<file path="src/rtl/cr_pkg.sv">
// Shared constants for the card reset manager.
// Assumes an 8-bit register port with four word addresses.
package cr_pkg;
    localparam int DATA_W = 8;
    typedef logic [DATA_W-1:0] cr_word_t;

    // register selects
    localparam logic [1:0] SEL_CTRL = 2'd0;
    localparam logic [1:0] SEL_CMD  = 2'd1;
    localparam logic [1:0] SEL_VER  = 2'd2;
    localparam logic [1:0] SEL_SLOT = 2'd3;

    // command codes written to SEL_CMD
    localparam cr_word_t CODE_ARM  = 8'hA5;
    localparam cr_word_t CODE_EXEC = 8'h5A;
    localparam cr_word_t CODE_SOFT = 8'h3C;

    // strobe indices
    localparam int N_STROBE = 4;
    localparam int ST_INIT  = 0;
    localparam int ST_SOFT  = 1;
    localparam int ST_SYS   = 2;
    localparam int ST_MBUS  = 3;
endpackage

</file>
<file path="src/rtl/cr_sync.sv">
// Two-flop synchroniser for a vector of asynchronous inputs.
// Assumes each bit is independent; no bus coherency is implied.
module cr_sync #(
    parameter int             W       = 1,
    parameter logic [W-1:0]   RST_VAL = '0
) (
    input  logic         clk,
    input  logic         rst_n,
    input  logic [W-1:0] d_async,
    output logic [W-1:0] q_sync
);
    logic [W-1:0] meta_q;

    // two register stages towards the clock domain
    always_ff @(posedge clk) begin
        if (!rst_n) begin
            meta_q <= RST_VAL;
            q_sync <= RST_VAL;
        end else begin
            meta_q <= d_async;
            q_sync <= meta_q;
        end
    end
endmodule

</file>
<file path="src/rtl/cr_debounce.sv">
// Debounces a synchronised pushbutton and emits one pulse per accepted press.
// Assumes DEB_CYC >= 2 and that btn_s is already synchronised.
module cr_debounce #(
    parameter int DEB_CYC = 1000
) (
    input  logic clk,
    input  logic rst_n,
    input  logic btn_s,
    output logic press_pulse
);
    localparam int            CW   = $clog2(DEB_CYC);
    localparam logic [CW-1:0] LAST = CW'(DEB_CYC - 1);

    logic          stable_q;
    logic [CW-1:0] cnt_q;

    // accept a new level only after it has persisted DEB_CYC cycles
    always_ff @(posedge clk) begin
        if (!rst_n) begin
            stable_q    <= 1'b0;
            cnt_q       <= '0;
            press_pulse <= 1'b0;
        end else begin
            press_pulse <= 1'b0;
            if (btn_s != stable_q) begin
                if (cnt_q == LAST) begin
                    stable_q    <= btn_s;
                    cnt_q       <= '0;
                    press_pulse <= btn_s;
                end else begin
                    cnt_q <= cnt_q + 1'b1;
                end
            end else begin
                cnt_q <= '0;
            end
        end
    end
endmodule

</file>
<file path="src/rtl/cr_stretch.sv">
// Stretches a trigger level into a strobe that lasts HOLD cycles past the
// last trigger cycle. Output decoded from a single counter register.
// Assumes HOLD >= 1.
module cr_stretch #(
    parameter int   HOLD   = 16,
    parameter logic RST_ON = 1'b0
) (
    input  logic clk,
    input  logic rst_n,
    input  logic trig,
    output logic strobe
);
    localparam int            CW  = $clog2(HOLD + 1);
    localparam logic [CW-1:0] TOP = CW'(HOLD);

    logic [CW-1:0] cnt_q;

    // reload on trigger, count down to zero otherwise
    always_ff @(posedge clk) begin
        if (!rst_n)           cnt_q <= RST_ON ? TOP : '0;
        else if (trig)        cnt_q <= TOP;
        else if (cnt_q != '0) cnt_q <= cnt_q - 1'b1;
    end

    assign strobe = (cnt_q != '0);
endmodule

</file>
<file path="src/rtl/cr_power_gate.sv">
// Reports power-on complete once every supply-good input has been high
// without interruption for STABLE_CYC cycles; any drop restarts the wait.
// Assumes supply-good inputs are asynchronous.
module cr_power_gate #(
    parameter int N_SUPPLY   = 3,
    parameter int STABLE_CYC = 1024
) (
    input  logic                clk,
    input  logic                rst_n,
    input  logic [N_SUPPLY-1:0] pwr_good,
    output logic                por_done
);
    localparam int            CW  = $clog2(STABLE_CYC + 1);
    localparam logic [CW-1:0] LIM = CW'(STABLE_CYC);

    logic [N_SUPPLY-1:0] good_s;
    logic [CW-1:0]       cnt_q;

    cr_sync #(.W(N_SUPPLY), .RST_VAL('0)) u_sync (
        .clk     (clk),
        .rst_n   (rst_n),
        .d_async (pwr_good),
        .q_sync  (good_s)
    );

    // saturating stability counter, cleared by any missing supply
    always_ff @(posedge clk) begin
        if (!rst_n)            cnt_q <= '0;
        else if (!(&good_s))   cnt_q <= '0;
        else if (cnt_q != LIM) cnt_q <= cnt_q + 1'b1;
    end

    assign por_done = (cnt_q == LIM);
endmodule

</file>
<file path="src/rtl/card_rst_ctrl.sv">
// Card reset and control manager: merges power-up, pushbutton and register
// commands into a full initialisation, and produces soft, system and
// message-bus strobes plus a system-fail interrupt, slot base address and
// version register. Assumes a synchronous register port.
module card_rst_ctrl #(
    parameter int                    N_SUPPLY     = 3,
    parameter int                    PWR_STABLE_CYC = 1024,
    parameter int                    DEB_CYC      = 50000,
    parameter int                    RST_HOLD     = 16,
    parameter int                    SLOT_W       = 5,
    parameter int                    BASE_SHIFT   = 19,
    parameter logic [7:0]            FW_VERSION   = 8'h23,
    parameter logic [7:0]            CTRL_DEFAULT = 8'h01,
    localparam int                   BASE_W       = SLOT_W + BASE_SHIFT
) (
    input  logic                clk,
    input  logic                rst_n,
    input  logic [N_SUPPLY-1:0] pwr_good,
    input  logic                btn_raw,
    input  logic                sysreset_n,
    input  logic                sysfail_n,
    input  logic                mbus_rst_req,
    input  logic [SLOT_W-1:0]   slot_addr,
    input  logic                wr_en,
    input  logic [1:0]          wr_addr,
    input  logic [7:0]          wr_data,
    input  logic [1:0]          rd_addr,
    output logic [7:0]          rd_data,
    output logic                init_rst,
    output logic                cfg_reload,
    output logic                soft_rst,
    output logic                sys_rst,
    output logic                mbus_abort,
    output logic                irq_init_req,
    output logic [BASE_W-1:0]   base_addr
);
    import cr_pkg::*;

    localparam logic [N_STROBE-1:0] ON_AT_RESET = N_STROBE'(1) << ST_INIT;

    logic                por_done;
    logic                btn_s, press_pulse;
    logic [2:0]          bp_s;
    logic [SLOT_W-1:0]   slot_s, slot_q;
    logic [N_STROBE-1:0] trig, strobe;
    cr_word_t            ctrl_q;
    logic                armed_q, init_d;
    logic                cmd_wr, exec_cmd, soft_cmd;

    cr_power_gate #(.N_SUPPLY(N_SUPPLY), .STABLE_CYC(PWR_STABLE_CYC)) u_pwr (
        .clk      (clk),
        .rst_n    (rst_n),
        .pwr_good (pwr_good),
        .por_done (por_done)
    );

    cr_sync #(.W(1), .RST_VAL(1'b0)) u_btn_sync (
        .clk (clk), .rst_n (rst_n), .d_async (btn_raw), .q_sync (btn_s)
    );

    cr_debounce #(.DEB_CYC(DEB_CYC)) u_btn (
        .clk (clk), .rst_n (rst_n), .btn_s (btn_s), .press_pulse (press_pulse)
    );

    // bit2 sysfail_n, bit1 sysreset_n, bit0 mbus request
    cr_sync #(.W(3), .RST_VAL(3'b110)) u_bp_sync (
        .clk     (clk),
        .rst_n   (rst_n),
        .d_async ({sysfail_n, sysreset_n, mbus_rst_req}),
        .q_sync  (bp_s)
    );

    cr_sync #(.W(SLOT_W), .RST_VAL('0)) u_slot_sync (
        .clk (clk), .rst_n (rst_n), .d_async (slot_addr), .q_sync (slot_s)
    );

    // command decode; writes blocked during initialisation
    assign cmd_wr   = wr_en && !init_rst && (wr_addr == SEL_CMD);
    assign exec_cmd = cmd_wr && armed_q && (wr_data == CODE_EXEC);
    assign soft_cmd = cmd_wr && (wr_data == CODE_SOFT);

    // trigger sources for each strobe
    always_comb begin
        trig           = '0;
        trig[ST_INIT]  = !por_done || press_pulse || exec_cmd;
        trig[ST_SOFT]  = soft_cmd;
        trig[ST_SYS]   = !bp_s[1];
        trig[ST_MBUS]  = bp_s[0];
    end

    generate
        for (genvar g = 0; g < N_STROBE; g++) begin : g_strobe
            cr_stretch #(.HOLD(RST_HOLD), .RST_ON(ON_AT_RESET[g])) u_st (
                .clk    (clk),
                .rst_n  (rst_n),
                .trig   (trig[g]),
                .strobe (strobe[g])
            );
        end
    endgenerate

    assign init_rst   = strobe[ST_INIT];
    assign soft_rst   = strobe[ST_SOFT];
    assign sys_rst    = strobe[ST_SYS];
    assign mbus_abort = strobe[ST_MBUS];

    // control register: defaulted by initialisation only
    always_ff @(posedge clk) begin
        if (!rst_n || init_rst)
            ctrl_q <= CTRL_DEFAULT;
        else if (wr_en && wr_addr == SEL_CTRL)
            ctrl_q <= wr_data;
    end

    // unlock state: set by an arm write, consumed by any command write
    always_ff @(posedge clk) begin
        if (!rst_n || init_rst) armed_q <= 1'b0;
        else if (cmd_wr)        armed_q <= (wr_data == CODE_ARM);
    end

    // slot pins tracked during initialisation, frozen afterwards
    always_ff @(posedge clk) begin
        if (!rst_n)        slot_q <= '0;
        else if (init_rst) slot_q <= slot_s;
    end

    // delayed copy of init strobe for the reload pulse
    always_ff @(posedge clk) begin
        if (!rst_n) init_d <= 1'b1;
        else        init_d <= init_rst;
    end

    assign cfg_reload   = init_d && !init_rst;
    assign irq_init_req = !bp_s[2];
    assign base_addr    = {slot_q, {BASE_SHIFT{1'b0}}};

    // register read mux
    always_comb begin
        case (rd_addr)
            SEL_CTRL: rd_data = ctrl_q;
            SEL_VER:  rd_data = FW_VERSION;
            SEL_SLOT: rd_data = DATA_W'(slot_q);
            default:  rd_data = '0;
        endcase
    end
endmodule

</file>
<file path="config.mk">
export PLATFORM = sky130hd
export DESIGN_NAME = card_rst_ctrl
export DESIGN_NICKNAME = d
export VERILOG_FILES = /design/src/rtl/cr_pkg.sv /design/src/rtl/cr_sync.sv /design/src/rtl/cr_debounce.sv /design/src/rtl/cr_stretch.sv /design/src/rtl/cr_power_gate.sv /design/src/rtl/card_rst_ctrl.sv
export SDC_FILE = /design/constraint.sdc
export NUM_CORES = 1
export LEC_CHECK = 0
export CORE_MARGIN = 2
export CORE_UTILIZATION = 52
export DETAILED_ROUTE_END_ITERATION = 10
export PLACE_DENSITY = 0.79
export SKIP_CTS_REPAIR_TIMING = 1
export SYNTH_ARGS = -nofsm -noshare
export SYNTH_HDL_FRONTEND = slang
export SYNTH_SLANG_ARGS = --single-unit
</file>
<file path="constraint.sdc">
create_clock -name clk -period 2.6 [get_ports clk]
set_input_delay 0.78 -clock clk [delete_from_list [all_inputs] [get_ports clk]]
set_output_delay 0.78 -clock clk [all_outputs]
set_load 0.02 [all_outputs]
</file>
* Word level (Yosys, flattened, before mapping)
Index checks and enable logic that the tools add are counted.
** Storage, ports and cells
- Bits in registers :: 88
- Input port bits :: 27
- Logic and storage cells :: 79
** Operators by class
- Add/sub/neg operators :: 6
- Equality and inequality tests :: 11
- Multiplexer cells :: 7
- Bitwise gates (word level) :: 2
- Reduce and logical (&&, ||, !) cells :: 30
** Operators with widths (number)
- $mux 5 :: 6
- $pmux 8 s3 :: 1
- $reduce_bool 5->1 :: 4
- $sub 5x1->5 const B :: 4
- $add 16x1->16 const B :: 1
- $eq 16x16->1 const B :: 1
- $add 11x1->11 const B :: 1
- $eq 11x11->1 const B :: 1
- $ne 11x11->1 const B :: 1
- $eq 8x6->1 const B :: 1
- $eq 8x7->1 const B :: 1
- $eq 8x8->1 const B :: 1
- $logic_and 1x1->1 :: 7
- $reduce_or 2->1 :: 3
- $eq 2x2->1 const B :: 2
- $logic_not 1->1 :: 4
- $logic_not 2->1 :: 2
- $reduce_and 2->1 :: 2
- $reduce_and 4->1 :: 1
- $reduce_bool 2->1 :: 2
- $logic_or 1x1->1 :: 3
- $reduce_and 3->1 :: 1
- $reduce_or 3->1 :: 1
- $eq 2x1->1 const B :: 1
- other kinds (3) :: 4

* Depth between registers and ports, before layout
- Word-level depth :: 8
- Mapped depth :: 7
- Depth with buffers taken out :: 7

* By module
A second synthesis with hierarchy kept.
** Second synthesis, totals
- Cell total of the unflattened synthesis :: 396
- Area, all modules :: 3822.4 um^2
** Modules (own cells, without submodules)
- card_rst_ctrl :: times used 1, cells each 97, area an instance 864.6 um^2
- cr_debounce :: times used 1, cells each 89, area an instance 815.8 um^2
- cr_stretch (g_strobe[1].u_st ...) :: times used 3, cells each 24, area an instance 235.2 um^2
- cr_power_gate :: times used 1, cells each 63, area an instance 558.0 um^2
- cr_sync (u_bp_sync ...) :: times used 2, cells each 12, area an instance 157.7 um^2
- cr_sync (u_slot_sync) :: times used 1, cells each 20, area an instance 262.8 um^2
- cr_stretch (g_strobe[0].u_st) :: times used 1, cells each 27, area an instance 247.7 um^2
- cr_sync (u_btn_sync) :: times used 1, cells each 4, area an instance 52.6 um^2

* Worst setup path after synthesis
No wires, ideal clock.
- Path kind :: reg-to-output
- Start :: register g_strobe[0].u_st.cnt_q[0]
- End :: output cfg_reload
- Arrival time :: 1476 ps
- Data required time :: 1820 ps
- Path slack :: 344 ps
- Stages on the path, launching flop included :: 6
- Path buffers :: 1
- Path through :: dfxtp_1 inv_1 ha_1 nor4b_1 clkbuf_1 and2_1
** On the way
- Word-level cells in the longest chain between the ends :: 3
** Ends and longest elaborated chain
- start: declaration :: line cr_stretch.sv:16 : logic [CW-1:0] cnt_q;
- start signal: assignment :: line cr_stretch.sv:20 : if (!rst_n) cnt_q <= RST_ON ? TOP : '0;
- start signal: assignment :: line cr_stretch.sv:22 : else if (cnt_q != '0) cnt_q <= cnt_q - 1'b1;
- $reduce_bool 5->1 :: line cr_stretch.sv:25 : assign strobe = (cnt_q != '0);
- $logic_not 1->1 :: line card_rst_ctrl.sv:133 : assign cfg_reload = init_d && !init_rst;
- $logic_and 1x1->1 :: line card_rst_ctrl.sv:133
- end: declaration :: line card_rst_ctrl.sv:30 : output logic cfg_reload,
Every way passes these cells.

* Worst setup path after layout
- Start :: register g_strobe[0].u_st.cnt_q[0]
- End :: output init_rst
** On the way
- Word-level cells in the longest chain between the ends :: 1
** Ends and longest elaborated chain
- $reduce_bool 5->1 :: line cr_stretch.sv:25
- end: declaration :: line card_rst_ctrl.sv:29 : output logic init_rst,
Every way passes these cells.

==> metrics <==
status=complete, no violations; Layout fillers=525; Yosys reg bits=88; first-pass GRT wire length=10900 um; commonest cells after routing, fill and taps aside=dfxtp_1, nor2_1, clkdlybuf4s50_1; placed cells=538; WL/cell=11.5 um; drt via density=4.88; htree depth=3; worst path cell trace=inv_1, ha_1, nor4b_4, buf_4, inv_2, dlymetal6s2s_1; Critical Path AT=1640 ps; Total Power Consumption=3250 uW; static leakage=0.00177 uW; Initial Util=0.536; Die Y=87.7 um; Power Dens Cells=732 nW/um2; sequential share of the synthesized area=0.484; detailed-route DRC error count=0; Avg Cell Area, Syn=9.14 um2; VDD IR max=0.391 mV; DRT Wirelength=6390 um; library cells used by synthesis=41; largest net degree at the start of global routing=31; WP buf/inv=4; latest clock arrival within the worst-skew pair=350 ps; CP Max Fanout=8; YS warnings=0; crit end category=output pin; fmax=0.413 GHz; Final Max Tran Viols=0; vias in the first global route=2613; Setup CP Type=register to output pin; share of cells above drive strength 1=0.0742; Yosys top cell by area=dfxtp_1; instance count on the critical path=6; max incr delay on CP=330 ps; area delta synth->final=21.9%; # setup viols final=0; drt first-iter violations=100; RR Startpoint=u_btn.cnt_q[11]; Largest delay share family, worst path=buffers and inverters; CP required=1820 ps; n_diodes=0; GRT Total Usage=0.177; Setup crit end=init_rst; RSZ-0062 raised after global routing=no; register-to-register setup slack=720 ps; CTS tree=built; setup_tns=0 ps; core area=6790 um2; reg2reg end=u_btn.cnt_q[11]; hold slack=419 ps; initial antenna violation count=0; final antenna-violating net count=0; fin cells=554; post-layout min period=2420 ps; commonest non-fill, non-tap cell in the layout=dfxtp_1; Clock Path Buffers=2; Mapped Cells=398; fin util=0.653; area of the mapped netlist=3640 um2; Core Rows=30; I/O pin count=65; Port Buffers=45; root buffer cell=clkbuf_8; GPL Wtd Cong=0.799; Tcrit/Tclk final=0.932; layout net count=488; CTS buffer count=9; Setup Skew=11.8 ps; R2R cell count=4; Worst Setup SP=g_strobe[0].u_st.cnt_q[0]; total number of vias=2704; Clock Sinks=88; Worst-path clk slew=90 ps; top cells by area, synth=dfxtp_1, xnor2_1, nor2_1, and2_1, buf_4; Die ar.=7680 um2; Final Hold Vio Count=0; top cell type's share of synthesized area=0.484; total gr overflow=0; drt first pass iters=4; HP Class=register to register; Die X=87.7 um; Startpoint Class=register; max-cap viol count=0; Slowest cell on crit path=dfxtp_1; dpl hpwl=4590 um
==> metrics by stage <==
stage / worst slack [ps] / instance area (um2)
floorplan: 344 / 3710
global placement: -438 / 4160
detailed placement: -507 / 4160
CTS: -512 / 4390
global route: 51.4 / 4440
finish: 177 / 4440
==> worst register-to-register path, delay by kind of cell (launching register included) <==
family	cells	cell delay [ps]
DFF	1	360
and+or+nand+nor	4	1410
==> kinds of logic after synthesis <==
kind of cell / synth area share
xor+xnor: 0.0794
other cells: 0.00103
simple gates: 0.259
buf+inv: 0.0712
fa+ha+maj: 0.0275
mux: 0.0275
compound gates: 0.0499
flops: 0.484
==> metal layers <==
layer / global-route usage / routed length, um
met5: 0 / 0
met4: 0.0811 / 102
met3: 0.0339 / 177
met2: 0.300 / 3160
met1: 0.216 / 2950
==> sequential cells by signal, indices dropped and copies added, names as in the netlist <==
| name | count |
|---|---|
| u_pwr.u_sync.meta_q | 3 |
| u_pwr.cnt_q | 11 |
| u_slot_sync.meta_q | 5 |
| u_btn.press_pulse | 1 |
| armed_q | 1 |
| g_strobe.u_st.cnt_q | 20 |
| u_pwr.u_sync.q_sync | 3 |
| u_slot_sync.q_sync | 5 |
| u_btn.cnt_q | 16 |
| u_bp_sync.meta_q | 3 |
| u_bp_sync.q_sync | 3 |
| u_btn_sync.meta_q | 1 |
| ctrl_q | 8 |
| u_btn.stable_q | 1 |
| u_btn_sync.q_sync | 1 |
| slot_q | 5 |
| init_d | 1 |
==> power by group <==
group	leakage (uW)	internal (uW)	switching, uW	total [uW]
logic	0.000943	321	362	684
clock network	0.000113	571	476	1050
registers	0.000718	1450	69.5	1520
==> synthesized netlist by cell type <==
master and instances:
a211o_1 1, a211oi_1 4, a21boi_0 7, a21oi_1 9, a22o_1 3, and2_1 24, and3_1 1, and3b_1 1
and4_1 1, buf_1 1, buf_4 19, buf_8 1, clkbuf_1 7, conb_1 1, dfxtp_1 88, ha_1 8
inv_1 18, inv_2 1, mux2i_1 10, nand2_1 27, nand2b_1 8, nand3_1 17, nand3_4 1, nand3b_1 2
nand4_1 8, nor2_1 59, nor2b_1 2, nor3_1 15, nor3b_1 2, nor4_1 6, nor4b_1 1, nor4bb_1 2
o2111ai_1 1, o21ai_0 2, or2_2 1, or3_1 2, or3b_2 1, or4_4 2, or4b_1 1, xnor2_1 27
xor2_1 6
==> worst min-delay path by stage <==
stage | start | to | slack, ps | depth (start not counted)
5_1_grt | u_bp_sync.meta_q[1] | u_bp_sync.q_sync[1] | 440 | 1
2_1_floorplan | u_bp_sync.meta_q[1] | u_bp_sync.q_sync[1] | 390 | 1
6_report | u_bp_sync.meta_q[1] | u_bp_sync.q_sync[1] | 420 | 1
3_3_place_gp | u_bp_sync.meta_q[1] | u_bp_sync.q_sync[1] | 390 | 1
3_5_place_dp | u_bp_sync.meta_q[1] | u_bp_sync.q_sync[1] | 400 | 1
4_1_cts | u_bp_sync.meta_q[1] | u_bp_sync.q_sync[1] | 420 | 1
==> layout make-up <==
| type | instances | area (um2) | share of cell area |
|---|---|---|---|
| multi-input combinational | 281 | 1710 | 0.385 |
| inverter | 19 | 71.3 | 0.0161 |
| clock inverter | 6 | 90.1 | 0.0203 |
| tap | 96 | 120 | 0.0271 |
| timing repair buffer | 54 | 548 | 0.124 |
| sequential | 88 | 1760 | 0.397 |
| clock buffer | 10 | 138 | 0.0310 |
No activity file was read; power rests on OpenSTA's default activity.
